[config.mk]
export PLATFORM = sky130hd
export DESIGN_NAME = clkgate_ctrl
export DESIGN_NICKNAME = d
export VERILOG_FILES = /design/src/rtl/clkgate_pkg.sv /design/src/rtl/clkgate_regdec.sv /design/src/rtl/clkgate_group.sv /design/src/rtl/clkgate_ctrl.sv
export SDC_FILE = /design/constraint.sdc
export NUM_CORES = 1
export LEC_CHECK = 0
export BUFFER_PORTS_ARGS = -buffer_cell sky130_fd_sc_hd__buf_4
export CAP_MARGIN = 15
export CORE_MARGIN = 2
export CORE_UTILIZATION = 40
export CTS_CLUSTER_DIAMETER = 80
export CTS_CLUSTER_SIZE = 24
export DETAILED_ROUTE_END_ITERATION = 8
export GPL_TIMING_DRIVEN = 0
export PLACE_DENSITY = 0.62
export SLEW_MARGIN = 25
export SYNTH_ARGS = -nofsm -noshare
export SYNTH_HDL_FRONTEND = slang
export SYNTH_SLANG_ARGS = --single-unit
[constraint.sdc]
create_clock -name clk -period 2.65 [get_ports clk]
set_input_delay 0.3975 -clock clk [delete_from_list [all_inputs] [get_ports clk]]
set_output_delay 0.3975 -clock clk [all_outputs]
set_load 0.1 [all_outputs]
[src/rtl/clkgate_pkg.sv]
package clkgate_pkg;

    // Register kinds within one group window, in address order
    typedef enum logic [1:0] {
        KIND_SET = 2'd0,
        KIND_CLR = 2'd1,
        KIND_REQ = 2'd2,
        KIND_STS = 2'd3
    } reg_kind_e;

    localparam int unsigned WIN_FIRST  = 32'h24;  // first group window
    localparam int unsigned WIN_STRIDE = 32'h10;  // bytes per group window
    localparam int unsigned REG_STEP   = 32'h4;   // bytes per register

    function automatic int unsigned reg_offset(input int unsigned grp, input reg_kind_e kind);
        return WIN_FIRST + grp * WIN_STRIDE + int'(kind) * REG_STEP;
    endfunction

endpackage

[src/rtl/clkgate_regdec.sv]
module clkgate_regdec
    import clkgate_pkg::*;
#(
    parameter int NUM_GROUPS = 2,
    parameter int GROUP_W    = 32,
    parameter int ADDR_W     = 8,
    localparam int NCLK      = NUM_GROUPS * GROUP_W
) (
    input  logic               wr_en,
    input  logic [ADDR_W-1:0]  addr,
    input  logic [GROUP_W-1:0] wdata,
    input  logic [NCLK-1:0]    req_all,
    input  logic [NCLK-1:0]    sts_all,
    output logic [NCLK-1:0]    set_all,
    output logic [NCLK-1:0]    clr_all,
    output logic [GROUP_W-1:0] rdata
);

    always_comb begin
        set_all = '0;
        clr_all = '0;
        rdata   = '0;
        for (int g = 0; g < NUM_GROUPS; g++) begin
            if (addr == ADDR_W'(reg_offset(g, KIND_SET))) begin
                rdata = req_all[g*GROUP_W +: GROUP_W];
                if (wr_en) set_all[g*GROUP_W +: GROUP_W] = wdata;
            end
            if (addr == ADDR_W'(reg_offset(g, KIND_CLR))) begin
                rdata = req_all[g*GROUP_W +: GROUP_W];
                if (wr_en) clr_all[g*GROUP_W +: GROUP_W] = wdata;
            end
            if (addr == ADDR_W'(reg_offset(g, KIND_REQ))) begin
                rdata = req_all[g*GROUP_W +: GROUP_W];
            end
            if (addr == ADDR_W'(reg_offset(g, KIND_STS))) begin
                rdata = sts_all[g*GROUP_W +: GROUP_W];
            end
        end
    end

endmodule

[src/rtl/clkgate_group.sv]
module clkgate_group #(
    parameter int               GROUP_W  = 32,
    parameter int               SYNC_LAT = 3,
    parameter logic [GROUP_W-1:0] REQ_INIT = '0,
    parameter logic [GROUP_W-1:0] STS_INIT = '0,
    localparam int              CNT_W    = $clog2(SYNC_LAT + 1)
) (
    input  logic               clk,
    input  logic               rst_n,
    input  logic [GROUP_W-1:0] set_mask,
    input  logic [GROUP_W-1:0] clr_mask,
    output logic [GROUP_W-1:0] req_o,
    output logic [GROUP_W-1:0] sts_o
);

    localparam logic [CNT_W-1:0] LAT_C = CNT_W'(SYNC_LAT);
    localparam logic [CNT_W-1:0] ONE_C = CNT_W'(1);

    typedef struct packed {
        logic [GROUP_W-1:0]            req;
        logic [GROUP_W-1:0]            sts;
        logic [GROUP_W-1:0][CNT_W-1:0] wait_cnt;
    } grp_state_t;

    grp_state_t st_d, st_q;

    always_comb begin
        st_d = st_q;
        for (int i = 0; i < GROUP_W; i++) begin
            if (clr_mask[i]) begin
                st_d.req[i] = 1'b0;
            end else if (set_mask[i]) begin
                st_d.req[i] = 1'b1;
            end
            if (set_mask[i] || clr_mask[i]) begin
                st_d.wait_cnt[i] = LAT_C;
            end else if (st_q.wait_cnt[i] != '0) begin
                st_d.wait_cnt[i] = st_q.wait_cnt[i] - ONE_C;
                if (st_q.wait_cnt[i] == ONE_C) begin
                    st_d.sts[i] = st_q.req[i];
                end
            end
        end
    end

    always_ff @(posedge clk or negedge rst_n) begin
        if (!rst_n) begin
            st_q.req      <= REQ_INIT;
            st_q.sts      <= STS_INIT;
            st_q.wait_cnt <= '0;
        end else begin
            st_q <= st_d;
        end
    end

    assign req_o = st_q.req;
    assign sts_o = st_q.sts;

endmodule

[src/rtl/clkgate_ctrl.sv]
module clkgate_ctrl #(
    parameter int NUM_GROUPS = 2,
    parameter int GROUP_W    = 32,
    parameter int ADDR_W     = 8,
    parameter int SYNC_LAT   = 3,
    parameter logic [NUM_GROUPS*GROUP_W-1:0] REQ_RESET = 'h4,
    parameter logic [NUM_GROUPS*GROUP_W-1:0] STS_RESET = 'h4,
    localparam int NCLK = NUM_GROUPS * GROUP_W
) (
    input  logic               clk,
    input  logic               rst_n,
    input  logic               wr_en,
    input  logic [ADDR_W-1:0]  addr,
    input  logic [GROUP_W-1:0] wdata,
    output logic [GROUP_W-1:0] rdata,
    output logic [NCLK-1:0]    gate_en
);

    logic [NCLK-1:0] set_all;
    logic [NCLK-1:0] clr_all;
    logic [NCLK-1:0] req_all;
    logic [NCLK-1:0] sts_all;

    clkgate_regdec #(
        .NUM_GROUPS (NUM_GROUPS),
        .GROUP_W    (GROUP_W),
        .ADDR_W     (ADDR_W)
    ) regdec_i (
        .wr_en   (wr_en),
        .addr    (addr),
        .wdata   (wdata),
        .req_all (req_all),
        .sts_all (sts_all),
        .set_all (set_all),
        .clr_all (clr_all),
        .rdata   (rdata)
    );

    for (genvar g = 0; g < NUM_GROUPS; g++) begin : g_grp
        clkgate_group #(
            .GROUP_W  (GROUP_W),
            .SYNC_LAT (SYNC_LAT),
            .REQ_INIT (REQ_RESET[g*GROUP_W +: GROUP_W]),
            .STS_INIT (STS_RESET[g*GROUP_W +: GROUP_W])
        ) grp_i (
            .clk      (clk),
            .rst_n    (rst_n),
            .set_mask (set_all[g*GROUP_W +: GROUP_W]),
            .clr_mask (clr_all[g*GROUP_W +: GROUP_W]),
            .req_o    (req_all[g*GROUP_W +: GROUP_W]),
            .sts_o    (sts_all[g*GROUP_W +: GROUP_W])
        );
    end

    assign gate_en = sts_all;

endmodule

==> impl_metrics.csv <==
group,metric,value,unit
run_status,status,"finished, violations left",
run_status,violations,"DRC",
routing,drt-total-wl,39.2,mm
worst_setup_path,critPathLaunch,"addr[3]",
sta,final_setup_skew,27.2,ps
routing,detailroute.via_count,10922,
grt,grt_overflow,0,
floorplan,num_rows,69,
hold_path,min-delay-path-class,"in2reg",
routing,firstDrtPassIters,9,
grt,antenna_found_initial,2,
sta,timing.final.setup_violations,0,
worst_setup_path,required,2250,ps
sta,fmax,0.387,GHz
worst_setup_path,endpoint_kind,"output port",
worst_setup_path,critical_path_class,"in2out",
sta,post-route-min-period,2580,ps
worst_setup_path,cp_cell_sequence,"buf_4 > nor2_2 > clkbuf_1 > o31a_1 > a21oi_1 > o21ai_2 > buf_6",
sta,relSlewSlack,32.5,%
finish,fillCellCount,3390,
floorplan,boundaryPins,139,
worst_setup_path,crit_path_top_delay_cell,"sky130_fd_sc_hd__clkbuf_1",
clocking,clkSlewWorstSetupHoldPaths,100,ps
placement,port_buffers,137,
pwr,post-layout-total-power,20.2,mW
routing,first_iter_violations,687,
grt,wire_length_of_the_first_global_routing_pass,61.5,mm
hold_path,timing.hold.worst.start,"wdata[30]",
clocking,cts_inserted_buffers,16,
synthesis,synth-warning-count,0,
synthesis,synthesis.nets,1646,
grt,grt_overall_usage,20.8,%
clocking,clock_tree_from_tritoncts,"built",
worst_setup_path,crit_path_max_incr_delay,620,ps
job,drv.max_cap_violation_count,0,
sta,report.final.slew_viol_count,0,
floorplan,design.core.area,35700,sq um
finish,fraction_of_final_layout_cells_with_drive_strength_greater_than_1,25.1,%
routing,detail_route.drc_violations,8,
finish,mostFrequentLayoutCells,"sky130_fd_sc_hd__dfrtp_1, sky130_fd_sc_hd__nand2_1, sky130_fd_sc_hd__buf_4, sky130_fd_sc_hd__inv_1, sky130_fd_sc_hd__ha_1",
finish,postLayoutCellArea,17000,sq um
placement,placedInstanceArea,16300,sq um
finish,final_nets,1806,
synthesis,yosysSeqAreaShare,44.2,%
clocking,clk_path_buf_depth,3,
placement,detailed_place_hpwl,27.1,mm
finish,syn_to_final_growth,17.3,%
sta,timing.final.crit_share,97.5,%
synthesis,synthesis.area,14500,sq um
sta,max_slew.worst_pin.slew,1010,ps
clocking,worstSkewPairLatency,510,ps
synthesis,synth_seq_cells,256,
pwr,ir_drop,0.000723,V
grt,grt_start_max_net_pins,92,
pwr,power.density_cell_area,1190,nW/um^2
finish,final_common_cell,"sky130_fd_sc_hd__dfrtp_1",
clocking,clock_sinks,256,
sta,report.final.hold_viol_count,0,
placement,routabilityCongestion,0.805,
clocking,htreeDepth,1,
synthesis,post_synth.cell_area_avg,9.83,sq um
synthesis,synth_cell_type_count,29,
pwr,power.leakage,8.65,nW
routing,viasPerCell,5.19,
grt,first_global_vias,11090,
synthesis,synthesis.instances,1475,
floorplan,floorplan.die_area,37800,sq um
worst_setup_path,arrival,2190,ps
worst_setup_path,critPathMaxFanout,10,
floorplan,starting_density_of_the_core,40.7,%
routing,detail-route-antenna-nets,0,
floorplan,die_height,194,microns
worst_setup_path,r2r_start,"g_grp[0].grp_i.st_q[48]$_DFFE_PN0P_",
floorplan,die_width,194,microns
worst_setup_path,cp-start-kind,"input port",
routing,detail_route.wl_per_cell,18.7,microns
clocking,ctsRootBufferMaster,"sky130_fd_sc_hd__clkbuf_16",
## cell families after synthesis
| group | after synthesis | synth area share, % |
|---|---|---|
| multiplexers | 125 | 9.71 |
| AND/OR/NAND/NOR | 336 | 10.8 |
| flip-flops | 256 | 44.2 |
| XOR/XNOR | 65 | 3.93 |
| AO/OA/AOI/OAI | 312 | 11.9 |
| buffers and inverters | 253 | 8.35 |
| adder cells (fa/ha/maj) | 128 | 11.0 |
## worst max-delay path: cells and delay by family
kind / cells / cell delay (ps)
buf+inv: 3 / 1000
compound gates: 3 / 470
simple gates: 1 / 320
## routing by layer
metal  share of wire (%)  global-route usage, %  up-vias  wire [microns]
met5                   0                      0        -               0
met4                 3.2                   7.41        0            1270
met3                 5.4                   3.07       69            2100
met2                  48                   35.1      291           18700
met1                  44                   27.4     5376           17200
li1                    -                      -     5186               -
## what timing repair did
action | in CTS | in global routing
buffers inserted | 2 | 0
endpoints found under the setup margin | 31 | 30
resized for setup | 37 | 11
endpoints found under the hold margin | 32 | 0
hold buffers | 1 | 0
pin swaps | 1 | 0
## Yosys cell counts
| cell | number | area, sq um |
|---|---|---|
| sky130_fd_sc_hd__buf_1 | 6 | 22.5 |
| sky130_fd_sc_hd__mux2_1 | 16 | 180 |
| sky130_fd_sc_hd__clkbuf_2 | 2 | 10.0 |
| sky130_fd_sc_hd__dfstp_2 | 2 | 52.6 |
| sky130_fd_sc_hd__dfrtp_1 | 254 | 6360 |
| sky130_fd_sc_hd__nor3b_2 | 1 | 12.5 |
| sky130_fd_sc_hd__o31a_1 | 32 | 280 |
| sky130_fd_sc_hd__ha_1 | 128 | 1600 |
| sky130_fd_sc_hd__or2_1 | 1 | 6.26 |
| sky130_fd_sc_hd__nor2b_1 | 64 | 400 |
| sky130_fd_sc_hd__nand3_2 | 2 | 20.0 |
| sky130_fd_sc_hd__buf_4 | 64 | 480 |
| sky130_fd_sc_hd__o211ai_1 | 3 | 22.5 |
| sky130_fd_sc_hd__nand2_1 | 192 | 721 |
| sky130_fd_sc_hd__and3_1 | 4 | 25.0 |
| sky130_fd_sc_hd__nor2_1 | 4 | 15.0 |
| sky130_fd_sc_hd__xor2_1 | 65 | 569 |
| sky130_fd_sc_hd__o21ai_1 | 65 | 325 |
| sky130_fd_sc_hd__inv_1 | 128 | 480 |
| sky130_fd_sc_hd__mux2_2 | 109 | 1230 |
| sky130_fd_sc_hd__a21oi_1 | 64 | 320 |
| sky130_fd_sc_hd__buf_2 | 15 | 75.1 |
| sky130_fd_sc_hd__nor4b_1 | 1 | 8.76 |
| sky130_fd_sc_hd__and4bb_1 | 1 | 12.5 |
| sky130_fd_sc_hd__o21ai_0 | 137 | 686 |
| sky130_fd_sc_hd__nand3_1 | 65 | 325 |
| sky130_fd_sc_hd__nor4b_4 | 1 | 23.8 |
| sky130_fd_sc_hd__clkbuf_1 | 38 | 143 |
| sky130_fd_sc_hd__o2bb2ai_1 | 11 | 96.3 |
## report_power, final
group	switching, mW	internal (mW)
Sequential	1.06	5.50
Clock	1.45	1.40
Combinational	6.46	4.37
## cell type report
type,count,area [sq um],share of cell area [%]
Timing Repair Buffer,143,1190,7.01
Sequential cell,256,6410,37.7
Buffer,124,771,4.53
Multi-Input combinational cell,966,7020,41.3
Clock inverter,6,120,0.706
Inverter,128,480,2.83
Clock buffer,17,425,2.50
Tap cell,461,577,3.39
Antenna cell,2,5.00,0.0294
## stage by stage
step,TNS [ps],hold slack [ps],worst slack [ps],cells,util [%]
2_1_floorplan,0,102,60.4,1475,-
3_3_place_gp,-290240,482,-1100,2073,45.5
3_5_place_dp,-19840,294,-645,2076,45.8
4_1_cts,0,172,2.83,2101,47.6
5_1_grt,-19.2,186,-11.4,2101,47.7
6_report,0,180,67.2,2103,47.7
## path summary, 6_finish.rpt
path / slack, ps / end / depth (start not counted)
worst max-delay path: 70 / rdata[21] / 7
worst min-delay path: 180 / g_grp[1].grp_i.st_q[61]$_DFFE_PN0P_ / 3
worst max register to register: 1260 / g_grp[0].grp_i.sts_o[24]$_DFFE_PN0P_ / 5
worst min register to register: 500 / g_grp[0].grp_i.req_o[2]$_DFFE_PN1P_ / 1
max in group asynchronous: 1220 / g_grp[0].grp_i.st_q[33]$_DFFE_PN0P_ / 4
min in group asynchronous: 340 / g_grp[0].grp_i.sts_o[23]$_DFFE_PN0P_ / 2
## state kept, by name (all words and copies together) (netlist names)
signal,flops
g_grp.grp_i.st_q,128
g_grp.grp_i.sts_o,64
g_grp.grp_i.req_o,64
(Power assumes the default switching activity.)
